<file path="src/rtl/gpio_lock_pkg.sv">
package gpio_lock_pkg;

  localparam int ADDR_W = 4;

  localparam logic [ADDR_W-1:0] A_IN   = 4'd0;
  localparam logic [ADDR_W-1:0] A_OUT  = 4'd1;
  localparam logic [ADDR_W-1:0] A_DIR  = 4'd2;
  localparam logic [ADDR_W-1:0] A_PULL = 4'd3;
  localparam logic [ADDR_W-1:0] A_SEL0 = 4'd4;
  localparam logic [ADDR_W-1:0] A_SEL1 = 4'd5;
  localparam logic [ADDR_W-1:0] A_SELX = 4'd6;
  localparam logic [ADDR_W-1:0] A_EDGE = 4'd7;
  localparam logic [ADDR_W-1:0] A_IEN  = 4'd8;
  localparam logic [ADDR_W-1:0] A_FLAG = 4'd9;
  localparam logic [ADDR_W-1:0] A_LOCK = 4'd10;

  // Per-pin drive bundle towards the pad
  typedef struct packed {
    logic       oe;
    logic       dout;
    logic       pu;
    logic       pd;
    logic [1:0] fsel;
  } pad_drive_t;

endpackage

</file>
<file path="src/rtl/gpio_rst_sync.sv">
module gpio_rst_sync #(
  parameter int STAGES = 2
) (
  input  logic clk,
  input  logic rst_n,
  output logic rst_q_n
);

  logic [STAGES-1:0] chain_q;

  always_ff @(posedge clk or negedge rst_n) begin
    if (!rst_n) chain_q <= '0;
    else        chain_q <= {chain_q[STAGES-2:0], 1'b1};
  end

  assign rst_q_n = chain_q[STAGES-1];

endmodule

</file>
<file path="src/rtl/gpio_edge.sv">
module gpio_edge #(
  parameter int WIDTH = 8
) (
  input  logic             clk,
  input  logic             rst_n,
  input  logic [WIDTH-1:0] pin_i,
  input  logic [WIDTH-1:0] edge_sel,
  output logic [WIDTH-1:0] level_o,
  output logic [WIDTH-1:0] hit_o
);

  logic [WIDTH-1:0] meta_q;
  logic [WIDTH-1:0] sync_q;
  logic [WIDTH-1:0] prev_q;

  always_ff @(posedge clk or negedge rst_n) begin
    if (!rst_n) begin
      meta_q <= '0;
      sync_q <= '0;
      prev_q <= '0;
    end else begin
      meta_q <= pin_i;
      sync_q <= meta_q;
      prev_q <= sync_q;
    end
  end

  for (genvar i = 0; i < WIDTH; i++) begin : g_pin
    logic rise;
    logic fall;
    always_comb begin
      rise     = sync_q[i] & ~prev_q[i];
      fall     = ~sync_q[i] & prev_q[i];
      hit_o[i] = edge_sel[i] ? fall : rise;
    end
  end

  assign level_o = sync_q;

endmodule

</file>
<file path="src/rtl/gpio_regs.sv">
module gpio_regs
  import gpio_lock_pkg::*;
#(
  parameter int WIDTH = 8
) (
  input  logic              clk,
  input  logic              rst_n,
  input  logic              wr_en,
  input  logic [ADDR_W-1:0] wr_addr,
  input  logic [WIDTH-1:0]  wr_data,
  input  logic [WIDTH-1:0]  edge_hit,
  output logic [WIDTH-1:0]  out_q,
  output logic [WIDTH-1:0]  dir_q,
  output logic [WIDTH-1:0]  pull_q,
  output logic [WIDTH-1:0]  sel0_q,
  output logic [WIDTH-1:0]  sel1_q,
  output logic [WIDTH-1:0]  edge_q,
  output logic [WIDTH-1:0]  ien_q,
  output logic [WIDTH-1:0]  flag_q,
  output logic              lock_q
);

  logic [WIDTH-1:0] out_d, dir_d, pull_d, sel0_d, sel1_d, edge_d, ien_d, flag_d;
  logic             lock_d;

  // Next-state
  always_comb begin
    out_d  = out_q;
    dir_d  = dir_q;
    pull_d = pull_q;
    sel0_d = sel0_q;
    sel1_d = sel1_q;
    edge_d = edge_q;
    ien_d  = ien_q;
    flag_d = flag_q;
    lock_d = lock_q;
    if (wr_en) begin
      case (wr_addr)
        A_OUT:  out_d  = wr_data;
        A_DIR:  dir_d  = wr_data;
        A_PULL: pull_d = wr_data;
        A_SEL0: sel0_d = wr_data;
        A_SEL1: sel1_d = wr_data;
        A_SELX: begin
          sel0_d = sel0_q ^ wr_data;
          sel1_d = sel1_q ^ wr_data;
        end
        A_EDGE: edge_d = wr_data;
        A_IEN:  ien_d  = wr_data;
        A_FLAG: flag_d = wr_data;
        A_LOCK: lock_d = lock_q & wr_data[0];
        default: ;
      endcase
    end
    // a detected edge wins over a clearing write in the same cycle
    flag_d = flag_d | edge_hit;
  end

  // Registers
  always_ff @(posedge clk or negedge rst_n) begin
    if (!rst_n) begin
      out_q  <= '0;
      dir_q  <= '0;
      pull_q <= '0;
      sel0_q <= '0;
      sel1_q <= '0;
      edge_q <= '0;
      ien_q  <= '0;
      flag_q <= '0;
      lock_q <= 1'b1;
    end else begin
      out_q  <= out_d;
      dir_q  <= dir_d;
      pull_q <= pull_d;
      sel0_q <= sel0_d;
      sel1_q <= sel1_d;
      edge_q <= edge_d;
      ien_q  <= ien_d;
      flag_q <= flag_d;
      lock_q <= lock_d;
    end
  end

endmodule

</file>
<file path="src/rtl/gpio_pad_gate.sv">
module gpio_pad_gate
  import gpio_lock_pkg::*;
(
  input  logic       locked,
  input  logic       dir,
  input  logic       dout,
  input  logic       pull,
  input  logic       sel0,
  input  logic       sel1,
  output pad_drive_t drv
);

  always_comb begin
    if (locked) begin
      drv = '0;
    end else begin
      drv.oe   = dir;
      drv.dout = dir & dout;
      drv.pu   = pull & ~dir & dout;
      drv.pd   = pull & ~dir & ~dout;
      drv.fsel = {sel1, sel0};
    end
  end

endmodule

</file>
<file path="src/rtl/gpio_lock_port.sv">
module gpio_lock_port
  import gpio_lock_pkg::*;
#(
  parameter int WIDTH = 8
) (
  input  logic               clk,
  input  logic               rst_n,
  input  logic               bus_we,
  input  logic [ADDR_W-1:0]  bus_addr,
  input  logic [WIDTH-1:0]   bus_wdata,
  output logic [WIDTH-1:0]   bus_rdata,
  input  logic [WIDTH-1:0]   pin_i,
  output logic [WIDTH-1:0]   pad_oe,
  output logic [WIDTH-1:0]   pad_out,
  output logic [WIDTH-1:0]   pad_pu,
  output logic [WIDTH-1:0]   pad_pd,
  output logic [2*WIDTH-1:0] pad_fsel,
  output logic               irq
);

  logic             rst_q_n;
  logic [WIDTH-1:0] out_q, dir_q, pull_q, sel0_q, sel1_q, edge_q, ien_q, flag_q;
  logic             lock_q;
  logic [WIDTH-1:0] level, hit;

  gpio_rst_sync #(.STAGES(2)) u_rst (
    .clk     (clk),
    .rst_n   (rst_n),
    .rst_q_n (rst_q_n)
  );

  gpio_edge #(.WIDTH(WIDTH)) u_edge (
    .clk      (clk),
    .rst_n    (rst_q_n),
    .pin_i    (pin_i),
    .edge_sel (edge_q),
    .level_o  (level),
    .hit_o    (hit)
  );

  gpio_regs #(.WIDTH(WIDTH)) u_regs (
    .clk      (clk),
    .rst_n    (rst_q_n),
    .wr_en    (bus_we),
    .wr_addr  (bus_addr),
    .wr_data  (bus_wdata),
    .edge_hit (hit),
    .out_q    (out_q),
    .dir_q    (dir_q),
    .pull_q   (pull_q),
    .sel0_q   (sel0_q),
    .sel1_q   (sel1_q),
    .edge_q   (edge_q),
    .ien_q    (ien_q),
    .flag_q   (flag_q),
    .lock_q   (lock_q)
  );

  for (genvar i = 0; i < WIDTH; i++) begin : g_pad
    pad_drive_t drv;
    gpio_pad_gate u_gate (
      .locked (lock_q),
      .dir    (dir_q[i]),
      .dout   (out_q[i]),
      .pull   (pull_q[i]),
      .sel0   (sel0_q[i]),
      .sel1   (sel1_q[i]),
      .drv    (drv)
    );
    assign pad_oe[i]          = drv.oe;
    assign pad_out[i]         = drv.dout;
    assign pad_pu[i]          = drv.pu;
    assign pad_pd[i]          = drv.pd;
    assign pad_fsel[2*i +: 2] = drv.fsel;
  end

  assign irq = |(flag_q & ien_q);

  always_comb begin
    case (bus_addr)
      A_IN:    bus_rdata = level;
      A_OUT:   bus_rdata = out_q;
      A_DIR:   bus_rdata = dir_q;
      A_PULL:  bus_rdata = pull_q;
      A_SEL0:  bus_rdata = sel0_q;
      A_SEL1:  bus_rdata = sel1_q;
      A_EDGE:  bus_rdata = edge_q;
      A_IEN:   bus_rdata = ien_q;
      A_FLAG:  bus_rdata = flag_q;
      A_LOCK:  bus_rdata = {{(WIDTH-1){1'b0}}, lock_q};
      default: bus_rdata = '0;
    endcase
  end

endmodule

</file>
<file path="config.mk">
export PLATFORM = sky130hd
export DESIGN_NAME = gpio_lock_port
export DESIGN_NICKNAME = d
export VERILOG_FILES = /design/src/rtl/gpio_lock_pkg.sv /design/src/rtl/gpio_rst_sync.sv /design/src/rtl/gpio_edge.sv /design/src/rtl/gpio_regs.sv /design/src/rtl/gpio_pad_gate.sv /design/src/rtl/gpio_lock_port.sv
export SDC_FILE = /design/constraint.sdc
export NUM_CORES = 1
export LEC_CHECK = 0
export BUFFER_PORTS_ARGS = -buffer_cell sky130_fd_sc_hd__clkbuf_2
export CAP_MARGIN = 20
export CORE_MARGIN = 2
export CORE_UTILIZATION = 60
export DETAILED_ROUTE_END_ITERATION = 8
export PLACE_DENSITY = 0.84
export SETUP_SLACK_MARGIN = 0.02
export SYNTH_ARGS = -nofsm -noshare
export SYNTH_HDL_FRONTEND = slang
export SYNTH_SLANG_ARGS = --single-unit
</file>
<file path="constraint.sdc">
create_clock -name clk -period 5.3 [get_ports clk]
set_input_delay 0.53 -clock clk [delete_from_list [all_inputs] [get_ports clk]]
set_output_delay 0.53 -clock clk [all_outputs]
set_load 0.02 [all_outputs]
</file>
---- Word-level counts from Yosys, hierarchy flattened ----
Cells that the tools add are included.
storage, ports and cells
  output and inout bits ................... 57
  logic and storage cells ................. 141
  input port bits ......................... 23
  register bits after elaboration ......... 91
cells by class
  equality and inequality tests ........... 10
  bitwise logic cells ..................... 85
  mux-type cells .......................... 21
  reduce and logical (&&, ||, !) cells .... 12
operators by type and width
  cell                count
  $pmux 8 s10         1
  $and 1x1->1         49
  $mux 6              8
  $not 1->1           32
  $pmux 8 s2          2
  $eq 4x3->1 const B  4
  $mux 8              2
  $reduce_and 2->1    8
  $xor 8x8->8         2
  $eq 4x4->1 const B  3
  $and 8x8->8         1
  $eq 4x2->1 const B  2
  $mux 1              8
  $or 8x8->8          1
  $reduce_or 8->1     1
  $eq 4x1->1 const B  1
  $logic_not 4->1     1
  $reduce_bool 2->1   2

---- Depth between registers and ports, before layout ----
Gate-level depths: netlist of the first run.
  word-level depth ........................ 4
  gate-level depth with buffers ........... 6
  depth with buffers taken out ............ 4

---- Modules after synthesis ----
Synthesis of the first run repeated with hierarchy kept, for this count alone.
unflattened totals
  cell total of the unflattened synthesis .. 440
  area total of the unflattened synthesis .. 5156.2 sq um
modules (own cells, without submodules)
  module          cells an instance  area each (sq um)  times used  seq. area each (sq um)
  gpio_regs       244                3070.4             1           1627.8
  gpio_edge       48                 777.0              1           600.6
  gpio_lock_port  97                 744.5              1           0.0
  gpio_pad_gate   6                  63.8               8           0.0
  gpio_rst_sync   3                  53.8               1           50.0

---- Worst setup path before layout of the first run ----
Ideal clock, no wire load.
  path type ............................... input -> output
  start ................................... in bus_addr[3]
  end ..................................... out bus_rdata[3]
  slack ................................... 2.844 ns
  arrival ................................. 1.926 ns
  required time ........................... 4.770 ns
  buffers on the path ..................... 2
  cell stages on the path ................. 6
  cell sequence ........................... buf_6 -> buf_4 -> mux2i_1 -> nor2_1 -> a211oi_1 -> o311ai_0
on the way
  word-level cells in the longest chain between the ends .. 2
  elaborated cells on any way between the ends .. 11
  those cells by class .................... eq/ne (9); mux (1); reduce/logical (1)
RTL lines
  what                                RTL line              source
  start: declaration                  gpio_lock_port.sv:9   input logic [ADDR_W-1:0] bus_addr,
  $eq 4x4->1 (tied with other cells)  gpio_lock_port.sv:80  case (bus_addr)
  $pmux 8 s10 (*)                     gpio_lock_port.sv:80
  end: declaration                    gpio_lock_port.sv:11  output logic [WIDTH-1:0] bus_rdata,
Mark *: on every way between the ends. The rest lies on a longest branch, timed or not.

---- Worst setup path in the final report of the first run ----
  start ................................... in bus_addr[1]
  end ..................................... out bus_rdata[4]
Same word-level chain as after synthesis.

==> reports/results.tsv, run 1 <==
stage	metric	value	unit
worst_setup_path	CP max-delay cell	clkbuf_2	
pwr	Clock power frac	23.0	%
worst_setup_path	Setup CP Type	in2out	
global_routing	GR Util met1	38.4	%
clock_network	H-tree Lvls	3	
worst_setup_path	largest stage delay on the critical path	0.50	ns
global_routing	first-pass GRT wire length	17300	um
pwr	Gate power share	30.0	%
synthesis	Synth Instances	400	
worst_setup_path	crit path max fanout	31	
global_routing	met3 Usage GRT	4.07	%
cells_and_area	area growth from synthesis to final layout	14.2	%
synthesis	sequential share of the synthesized area	50.1	%
timing	setup_tns	0	ns
synthesis	asr flop ratio synth	100	%
clock_network	deepest clock path buffer count	2	
timing	Final min period	2.86	ns
die	I/O pin cnt	80	
timing	Max Slew Vio Count	0	
synthesis	Syn. warnings	0	
synthesis	post-synth top area share	49.5	%
synthesis	dominant cells by area after synthesis	dfrtp_1, mux2_2, nand2_1	
timing	Fin. Hold Viols	0	
worst_setup_path	Reg2Reg Setup Slack	3.93	ns
global_routing	Overflow after GRT	0	
synthesis	Yosys top cell by area	dfrtp_1	
detailed_routing	Iter 0 DRT Violations	336	
worst_setup_path	WP depth	6	
pwr	net load switching power	759	uW
detailed_routing	final wirelength	10800	um
worst_setup_path	Crit path buffers/inverters	2	
worst_setup_path	Worst Setup Start Kind	input port	
timing	clk_skew	0.0141	ns
clock_network	worst skew pair latency	0.37	ns
pwr	Lkg Pwr	0.00232	uW
global_routing	M2 GR Usage	41.9	%
worst_setup_path	Reg2Reg Depth	1	
global_routing	initial antenna violation count	0	
cells_and_area	final instance area	0.00519	mm^2
detailed_routing	via count	3513	
die	Core Box Area	0.00729	mm^2
clock_network	root buffer cell	clkbuf_8	
clock_network	clk sinks	91	
worst_setup_path	Crit path max-delay family	buffers and inverters	
pwr	Reg power frac	47.0	%
synthesis	Syn Nets	423	
synthesis	Post-Syn Area per Cell	11.4	um^2
die	die height	91.0	um
timing	Max transition margin	48.0	%
clock_network	number of post-CTS setup repair buffers	0	
timing	slew at the pin closest to its max-slew limit	0.780	ns
worst_setup_path	R2R Path Start	u_regs.lock_q$_DFFE_PN1P_	
clock_network	Worst-path clk slew	0.10	ns
die	die width	91.0	um
run	max_cap viols	0	
pwr	VDD IR-drop max	256	uV
cells_and_area	most frequent cells in the layout	dfrtp_1, clkbuf_2, nand2_1	
worst_setup_path	Worst EP required	4.77	ns
worst_setup_path	worst-path cell chain	clkbuf_2, nor2b_1, a22oi_1, o221a_2, o21ai_0, clkbuf_2	
synthesis	Main synth FF type	dfrtp_1	
die	num rows	31	
timing	Finish-stage setup viols	0	
cells_and_area	nets	494	
detailed_routing	WL per Instance	18.9	um
run_status	status	completed	
cells_and_area	fin util	71.2	%
cells_and_area	layout cells sized above 1	32.6	%
place	post-DP HPWL	7540	um
global_routing	gr busiest metal	met2	
synthesis	Distinct cells, synth	55	
synthesis	synthesized area	0.00455	mm^2
pwr	Int Pwr	1350	uW
pwr	power density over the cells	406	mW/mm^2
global_routing	Total GRT Usage	26.8	%
global_routing	vias in the first global route	3260	
place	GP Congestion	0.888	
cells_and_area	most common cell after layout, fill and taps aside	dfrtp_1	
detailed_routing	DRC Markers	0	
detailed_routing	drt pass-1 iters	5	
timing	period utilization	53.9	%
worst_setup_path	Critical R2R Capture	u_regs.lock_q$_DFFE_PN1P_	
detailed_routing	Routed Antenna Nets	0	
synthesis	Post-synth EDFFs	0	
cells_and_area	# diodes	0	
worst_setup_path	crit-path most repeated cell	clkbuf_2	
worst_setup_path	Critical Path AT	2.33	ns
pwr	post-layout power	2110	uW
timing	RSZ-0062 raised after global routing	false	
detailed_routing	Vias per Instance	6.11	
timing	f_max	350	MHz
die	Die ar.	0.00829	mm^2
clock_network	TritonCTS clock tree	yes	
global_routing	largest net degree at the start of global routing	90	
synthesis	Yosys reg bits	91	
worst_setup_path	Crit. End Element	primary output	
die	Initial Util	62.3	%
place	PortBufs	79	
clock_network	CTS Buf Count	9	
place	Placement Cell Area	0.00494	mm^2
pwr	sw frac	36.0	%
min_path	HP Class	reg2async	
==> synthesized netlist by cell type (all sizes together) (9+ instances only) <==
cell type / number
clkbuf: 9
o211ai: 10
dfrtp: 90
xor2: 16
nand2: 55
nand3: 10
a22oi: 20
nor2b: 29
buf: 12
nor2: 16
mux2i: 14
mux2: 44
==> worst max path at each step <==
stage                          startpoint                          end  slack [ns]
3_3_place_gp                  bus_addr[1]                 bus_rdata[4]        2.51
5_1_grt                       bus_addr[1]                 bus_rdata[4]        2.37
4_1_cts                       bus_addr[1]                 bus_rdata[4]        2.48
2_1_floorplan  u_rst.chain_q[1]$_DFF_PN0_  u_edge.level_o[0]$_DFF_PN0_        2.58
6_report                      bus_addr[1]                 bus_rdata[4]        2.44
3_5_place_dp                  bus_addr[1]                 bus_rdata[4]        2.48
==> flip-flops by register name, summed over array words and instances (netlist names) <==
| name | cells |
|---|---|
| u_edge.meta_q | 8 |
| u_regs.sel1_q | 8 |
| u_rst.chain_q | 2 |
| u_regs.edge_q | 8 |
| u_regs.ien_q | 8 |
| u_regs.sel0_q | 8 |
| u_regs.dir_q | 8 |
| u_edge.prev_q | 8 |
| u_regs.pull_q | 8 |
| u_edge.level_o | 8 |
| u_regs.lock_q | 1 |
| u_regs.flag_q | 8 |
| u_regs.out_q | 8 |
==> logic make-up after synthesis <==
kind of cell / synth area share [%]
AND/OR/NAND/NOR: 20.0
AO/OA/AOI/OAI: 9.39
flip-flops: 50.1
multiplexers: 14.6
buffers and inverters: 2.72
other: 0.0825
XOR/XNOR: 3.08
==> through the flow <==
step,hold WS (ns),instances,setup slack (ns)
global placement,0.315,557,2.51
CTS,0.252,574,2.48
finish,0.256,575,2.44
floorplan,0.234,400,2.58
detailed placement,0.320,557,2.48
global route,0.252,575,2.37
==> power groups by stage <==
stage | Clock, uW | Combinational, uW | Sequential (uW)
global placement | 0 | 605 | 1000
floorplan | 0 | 467 | 943
global route | 523 | 684 | 1010
finish | 485 | 633 | 991
CTS | 489 | 625 | 995
detailed placement | 0 | 621 | 1010
==> routing by layer <==
layer  part of all wire, %  vias to the layer above  wire length [um]
met4                   2.5                        0               268
met5                     0                        -                 0
li1                      -                     1584                 -
met2                    47                      156              5100
met3                   6.9                       27               751
met1                    44                     1746              4730
==> cell type report <==
class	instances	area [um^2]
clock inverter	6	70.1
tap	99	124
sequential	91	2280
multi-input combinational	288	2140
fill	572	2100
timing repair buffer	81	433
clock buffer	10	138
==> repair_timing <==
item	CTS	global route
endpoints found under the hold margin	2	0
resized for setup	0	0
hold buffers	1	0
No activity file was read; power rests on OpenSTA's default activity.
==> run 2, diff against run 1 <==
- ABC_AREA: not set -> 1
- CORE_UTILIZATION: 60 -> 57
- PLACE_DENSITY: 0.84 -> 0.8
- clock period: 5.3 -> 2.75 ns (I/O delays scaled with it)
==> run 2 against run 1 <==
Combinational power up 42%. First-iteration DRC count up 59%. Setup slack worse by 1.8 ns. Utilization down 4.3 points. Highest routed layer unchanged. Sequential power up 80%. Critical path depth down 3. Register-to-register slack worse by 2.5 ns.
==> reports/results.tsv, run 2 <==
stage	metric	value	unit
timing	Final min period	2.13	ns
detailed_routing	drt pass-1 iters	5	
worst_setup_path	Crit path buffers/inverters	2	
worst_setup_path	R2R Path Start	u_regs.lock_q$_DFFE_PN1P_	
detailed_routing	DRC Markers	0	
pwr	post-layout power	3690	uW
clock_network	TritonCTS clock tree	yes	
timing	setup_tns	0	ns
pwr	Gate power share	24.4	%
clock_network	H-tree Lvls	3	
min_path	Min-Delay Startpoint	pin_i[7]	
detailed_routing	Iter 0 DRT Violations	533	
timing	Finish-stage setup viols	0	
worst_setup_path	Setup CP Type	reg2out	
place	GP Congestion	0.947	
synthesis	dominant cells by area after synthesis	dfrtp_1, nand2_1, nand3_1	
cells_and_area	most common cell after layout, fill and taps aside	nand2_1	
min_path	Hold Path Sink	u_edge.meta_q[7]$_DFF_PN0_	
cells_and_area	area growth from synthesis to final layout	13.9	%
cells_and_area	footprint of the multi-input gates	0.00206	mm^2
detailed_routing	WL per Instance	15.9	um
pwr	Lkg Pwr	0.00293	uW
pwr	Int Pwr	2390	uW
cells_and_area	final instance area	0.00547	mm^2
worst_setup_path	crit path max fanout	34	
timing	Fin. Hold Viols	0	
cells_and_area	# fillers	719	
synthesis	Main synth FF type	dfrtp_1	
clock_network	CTS Buf Count	9	
run	max_cap viols	0	
synthesis	asr flop ratio synth	100	%
cells_and_area	most frequent cells in the layout	nand2_1, dfrtp_1, nand3_1	
global_routing	vias in the first global route	4252	
synthesis	Yosys reg bits	91	
worst_setup_path	Critical Path AT	1.85	ns
pwr	VDD IR-drop max	414	uV
die	die height	95.8	um
timing	f_max	470	MHz
global_routing	Total GRT Usage	30.4	%
timing	RSZ-0062 raised after global routing	false	
worst_setup_path	worst-path cell chain	buf_4, nor4_1, clkbuf_2	
run_status	status	completed	
synthesis	post-synth top area share	46.9	%
worst_setup_path	CP max-delay cell	dfstp_2	
synthesis	Post-synth EDFFs	0	
detailed_routing	via count	4528	
worst_setup_path	Worst EP required	2.48	ns
clock_network	Worst-path clk slew	0.09	ns
die	I/O pin cnt	80	
worst_setup_path	Critical R2R Capture	u_regs.lock_q$_DFFE_PN1P_	
die	Die ar.	0.00917	mm^2
place	PortBufs	79	
clock_network	number of post-CTS setup repair buffers	0	
synthesis	Synth Instances	633	
worst_setup_path	largest stage delay on the critical path	0.94	ns
synthesis	synthesized area	0.00480	mm^2
detailed_routing	final wirelength	12900	um
synthesis	Post-Syn Area per Cell	7.58	um^2
timing	Max Slew Vio Count	0	
timing	Min Hold Slack	0.00668	ns
clock_network	clk sinks	91	
pwr	power density over the cells	674	mW/mm^2
pwr	Clock power frac	27.3	%
place	post-DP HPWL	9290	um
cells_and_area	nets	729	
timing	clk_skew	0.00901	ns
die	Initial Util	58.7	%
min_path	Hold Path Cell Cnt	1	
clock_network	deepest clock path buffer count	2	
worst_setup_path	Crit path max-delay family	flip-flops	
clock_network	root buffer cell	clkbuf_8	
timing	period utilization	77.4	%
detailed_routing	Vias per Instance	5.55	
synthesis	top cells by count, synth	nand2_1, dfrtp_1, nand3_1, inv_1, nor2_1	
global_routing	first-pass GRT wire length	20900	um
synthesis	Syn Nets	656	
synthesis	Syn. warnings	0	
pwr	Reg power frac	48.3	%
synthesis	Distinct cells, synth	29	
global_routing	Overflow after GRT	0	
cells_and_area	# diodes	0	
detailed_routing	Routed Antenna Nets	0	
timing	Max transition margin	46.8	%
worst_setup_path	Reg2Reg Setup Slack	1.42	ns
clock_network	hold_buf cts	1	
pwr	net load switching power	1300	uW
worst_setup_path	Crit. End Element	primary output	
cells_and_area	FF/Latch Area	0.00228	mm^2
worst_setup_path	Worst Setup Start Kind	flop	
synthesis	sequential share of the synthesized area	47.5	%
global_routing	largest net degree at the start of global routing	90	
worst_setup_path	Reg2Reg Depth	2	
pwr	sw frac	35.3	%
synthesis	Yosys top cell by area	dfrtp_1	
die	num rows	33	
synthesis	count leader, synth	nand2_1	
cells_and_area	layout cells sized above 1	17.0	%
die	Core Box Area	0.00818	mm^2
clock_network	CTS resizes	0	
die	die width	95.8	um
place	Placement Cell Area	0.00523	mm^2
global_routing	initial antenna violation count	0	
min_path	HP Class	in2reg	
timing	slew at the pin closest to its max-slew limit	0.796	ns
clock_network	worst skew pair latency	0.36	ns
[run 2: layer usage]
metal  global-route usage, %  vias to the layer above  wire length (um)
met5                       0                        -                 0
met4                    14.8                        0               525
met3                    3.99                       46              1070
met2                    48.6                      237              5880
met1                    41.2                     2096              5470
li1                        -                     2149                 -
[run 2: power groups by stage]
stage / Combinational (uW) / Clock [uW] / Sequential, uW
2_1_floorplan: 625 / 0 / 1730
3_3_place_gp: 864 / 0 / 1790
3_5_place_dp: 895 / 0 / 1800
4_1_cts: 901 / 1020 / 1770
5_1_grt: 1020 / 1060 / 1810
6_report: 899 / 1010 / 1780
[run 2: layout make-up]
class,instances,share of cell area (%)
sequential,91,41.7
clock inverter,4,1.35
clock buffer,12,2.65
timing repair buffer,85,8.37
inverter,85,5.83
multi-input combinational,434,37.7
tap,105,2.40
[run 2: how the worst max path moves through the flow]
stage,start,end,slack (ns),depth (start not counted)
6_report,u_regs.lock_q$_DFFE_PN1P_,pad_pd[2],0.62,3
5_1_grt,u_regs.lock_q$_DFFE_PN1P_,pad_out[2],0.54,3
4_1_cts,u_regs.lock_q$_DFFE_PN1P_,pad_pd[2],0.61,3
3_5_place_dp,bus_addr[1],bus_rdata[2],0.83,8
3_3_place_gp,bus_addr[1],bus_rdata[4],0.88,8
2_1_floorplan,u_rst.chain_q[1]$_DFF_PN0_,u_edge.level_o[0]$_DFF_PN0_,0.03,0
[run 2: kinds of logic (layout without fill, tap and decap cells)]
family,after synthesis,in the layout,synth area share (%)
xor gates and xnor gates,9,9,1.64
buffers and inverters,108,186,9.64
other,1,1,0.0781
DFF,91,91,47.5
AOI/OAI and AO/OA,60,60,6.80
and+or+nand+nor,364,364,34.4
[run 2: stage by stage]
step                worst slack, ns  cells  utilization [%]
global route                  0.537    816             66.9
global placement              0.880    798             64.0
CTS                           0.612    815             66.8
finish                        0.621    816             66.9
detailed placement            0.829    798             64.0
floorplan                    0.0294    633                -
==> run 3, diff against run 2 <==
- ABC_AREA: 1 -> 0
- CORE_UTILIZATION: 57 -> 56
- PLACE_DENSITY: 0.8 -> 0.79
- clock period: 2.75 -> 2.2 ns (I/O delays scaled with it)
==> run 3 against run 2 <==
Die area fell by 3.5%. Sequential cell count unchanged. Routed wire length down 16%. Total power grew 45%. Design area decreased by 1.3%. Utilization rose by 2.2 points. First-iteration DRC count down 45%. Non-clock buffer count up 13. Critical endpoint is now bus_rdata[0]. Sequential share of layout area up 0.57 points. Global-route usage decreased by 4.6 points. Highest routed layer unchanged. Register-to-register slack lost 0.45 ns. Clock-buffer cell count down 2.
==> reports/results.tsv, run 3 (synthesized netlist as in run 1, its figures left out) <==
stage	metric	value	unit
detailed_routing	WL per Instance	18.2	um
clock_network	CTS resizes	0	
place	GP Congestion	0.887	
clock_network	CTS Buf Count	9	
timing	RSZ-0062 raised after global routing	false	
detailed_routing	DRC Markers	0	
global_routing	first-pass GRT wire length	17200	um
cells_and_area	final instance area	0.00540	mm^2
worst_setup_path	CP max-delay cell	dfstp_2	
worst_setup_path	Reg2Reg Depth	2	
die	I/O pin cnt	80	
timing	Final min period	2.03	ns
die	num rows	32	
timing	Max Slew Vio Count	0	
clock_network	TritonCTS clock tree	yes	
detailed_routing	drt pass-1 iters	5	
worst_setup_path	worst-path cell chain	nand2_1, o21ai_0, a2111o_1, clkbuf_2	
detailed_routing	final wirelength	10900	um
cells_and_area	layout cells sized above 1	33.3	%
timing	setup_tns	0	ns
timing	f_max	493	MHz
worst_setup_path	Critical R2R Capture	u_regs.lock_q$_DFFE_PN1P_	
run	max_cap viols	0	
worst_setup_path	Worst Setup Start Kind	flop	
die	die height	94.1	um
worst_setup_path	Critical Path Source	u_regs.lock_q$_DFFE_PN1P_	
worst_setup_path	crit path max fanout	19	
cells_and_area	most common cell after layout, fill and taps aside	dfrtp_1	
timing	final setup margin	0.172	ns
clock_network	deepest clock path buffer count	2	
global_routing	vias in the first global route	3252	
clock_network	H-tree Lvls	3	
run_status	status	completed	
worst_setup_path	Reg2Reg Setup Slack	0.97	ns
die	Core Box Area	0.00781	mm^2
die	Initial Util	58.2	%
clock_network	root buffer cell	clkbuf_8	
detailed_routing	Routed Antenna Nets	0	
place	PortBufs	79	
global_routing	Overflow after GRT	0	
worst_setup_path	Setup CP Type	reg2out	
pwr	Lkg Pwr	0.00241	uW
timing	Max transition margin	60.4	%
die	Die ar.	0.00885	mm^2
cells_and_area	fin util	69.1	%
place	Placement Cell Area	0.00505	mm^2
timing	period utilization	92.2	%
place	post-placement worst setup slack	0.312	ns
cells_and_area	nets	511	
die	die width	94.1	um
timing	clk_skew	0.00788	ns
cells_and_area	# diodes	0	
worst_setup_path	Critical Path AT	1.81	ns
timing	Fin. Hold Viols	0	
cells_and_area	most frequent cells in the layout	dfrtp_1, clkbuf_2, nand2_1	
worst_setup_path	Crit. End Element	primary output	
global_routing	Total GRT Usage	25.7	%
detailed_routing	via count	3519	
timing	slew at the pin closest to its max-slew limit	0.591	ns
detailed_routing	Vias per Instance	5.91	
clock_network	Worst-path clk slew	0.09	ns
detailed_routing	Iter 0 DRT Violations	292	
min_path	HP Class	in2async	
worst_setup_path	Worst EP required	1.98	ns
pwr	power density over the cells	988	mW/mm^2
worst_setup_path	R2R Path Start	u_regs.lock_q$_DFFE_PN1P_	
cells_and_area	area growth from synthesis to final layout	18.7	%
place	post-DP HPWL	7910	um
clock_network	clk sinks	91	
global_routing	largest net degree at the start of global routing	45	
worst_setup_path	largest stage delay on the critical path	0.79	ns
clock_network	worst skew pair latency	0.36	ns
global_routing	initial antenna violation count	0	
timing	Finish-stage setup viols	0	
pwr	VDD IR-drop max	473	uV
[run 3: what timing repair did]
item	4_1_cts	5_1_grt
hold endpoints to repair	10	0
setup buffers	0	0
hold buffers	9	0
[run 3: layout make-up]
class	count	area [um^2]
fillers	611	2410
flip-flops and latches	91	2280
multi-input cells	288	2140
repair buffers	98	586
clock buffers	10	138
well taps	102	128
clock inverters	6	119
[run 3: metal layers]
| layer | wire, um | vias up | part of all wire (%) | track usage [%] |
|---|---|---|---|---|
| li1 | - | 1614 | - | - |
| met3 | 668 | 25 | 6.2 | 3.45 |
| met4 | 283 | 0 | 2.6 | 10.1 |
| met5 | 0 | - | 0 | 0 |
| met2 | 5120 | 163 | 47 | 40.1 |
| met1 | 4790 | 1717 | 44 | 36.8 |
[run 3: worst max path at each step]
stage | endpoint | slack [ns]
after global routing | bus_rdata[0] | 0.05
after CTS | bus_rdata[0] | 0.19
final | bus_rdata[0] | 0.17
after global placement | bus_rdata[4] | 0.35
after detailed placement | u_regs.edge_q[5]$_DFFE_PN0P_ | 0.31
after floorplan | bus_rdata[3] | 0.36
[run 3: per-stage QoR]
step                total power, uW  instances  hold slack (ns)
finish                         5330        595            0.175
floorplan                      3400        400          -0.0756
global placement               3880        570          0.00542
CTS                            5350        595            0.147
global route                   5600        595            0.178
detailed placement             3940        570          0.00671
[run 3: worst max-delay path, delay by kind of cell, from the launching register on]
family | cells | cell delay [ns]
buf+inv | 1 | 0.18
flops | 1 | 0.79
compound gates | 2 | 0.39
simple gates | 1 | 0.09
[run 3: report_power, final]
part	internal, uW	leakage [uW]	switching, uW
Sequential	2010	0.00108	361
Clock	799	0.000129	605
Combinational	694	0.00121	857
Total	3510	0.00241	1820
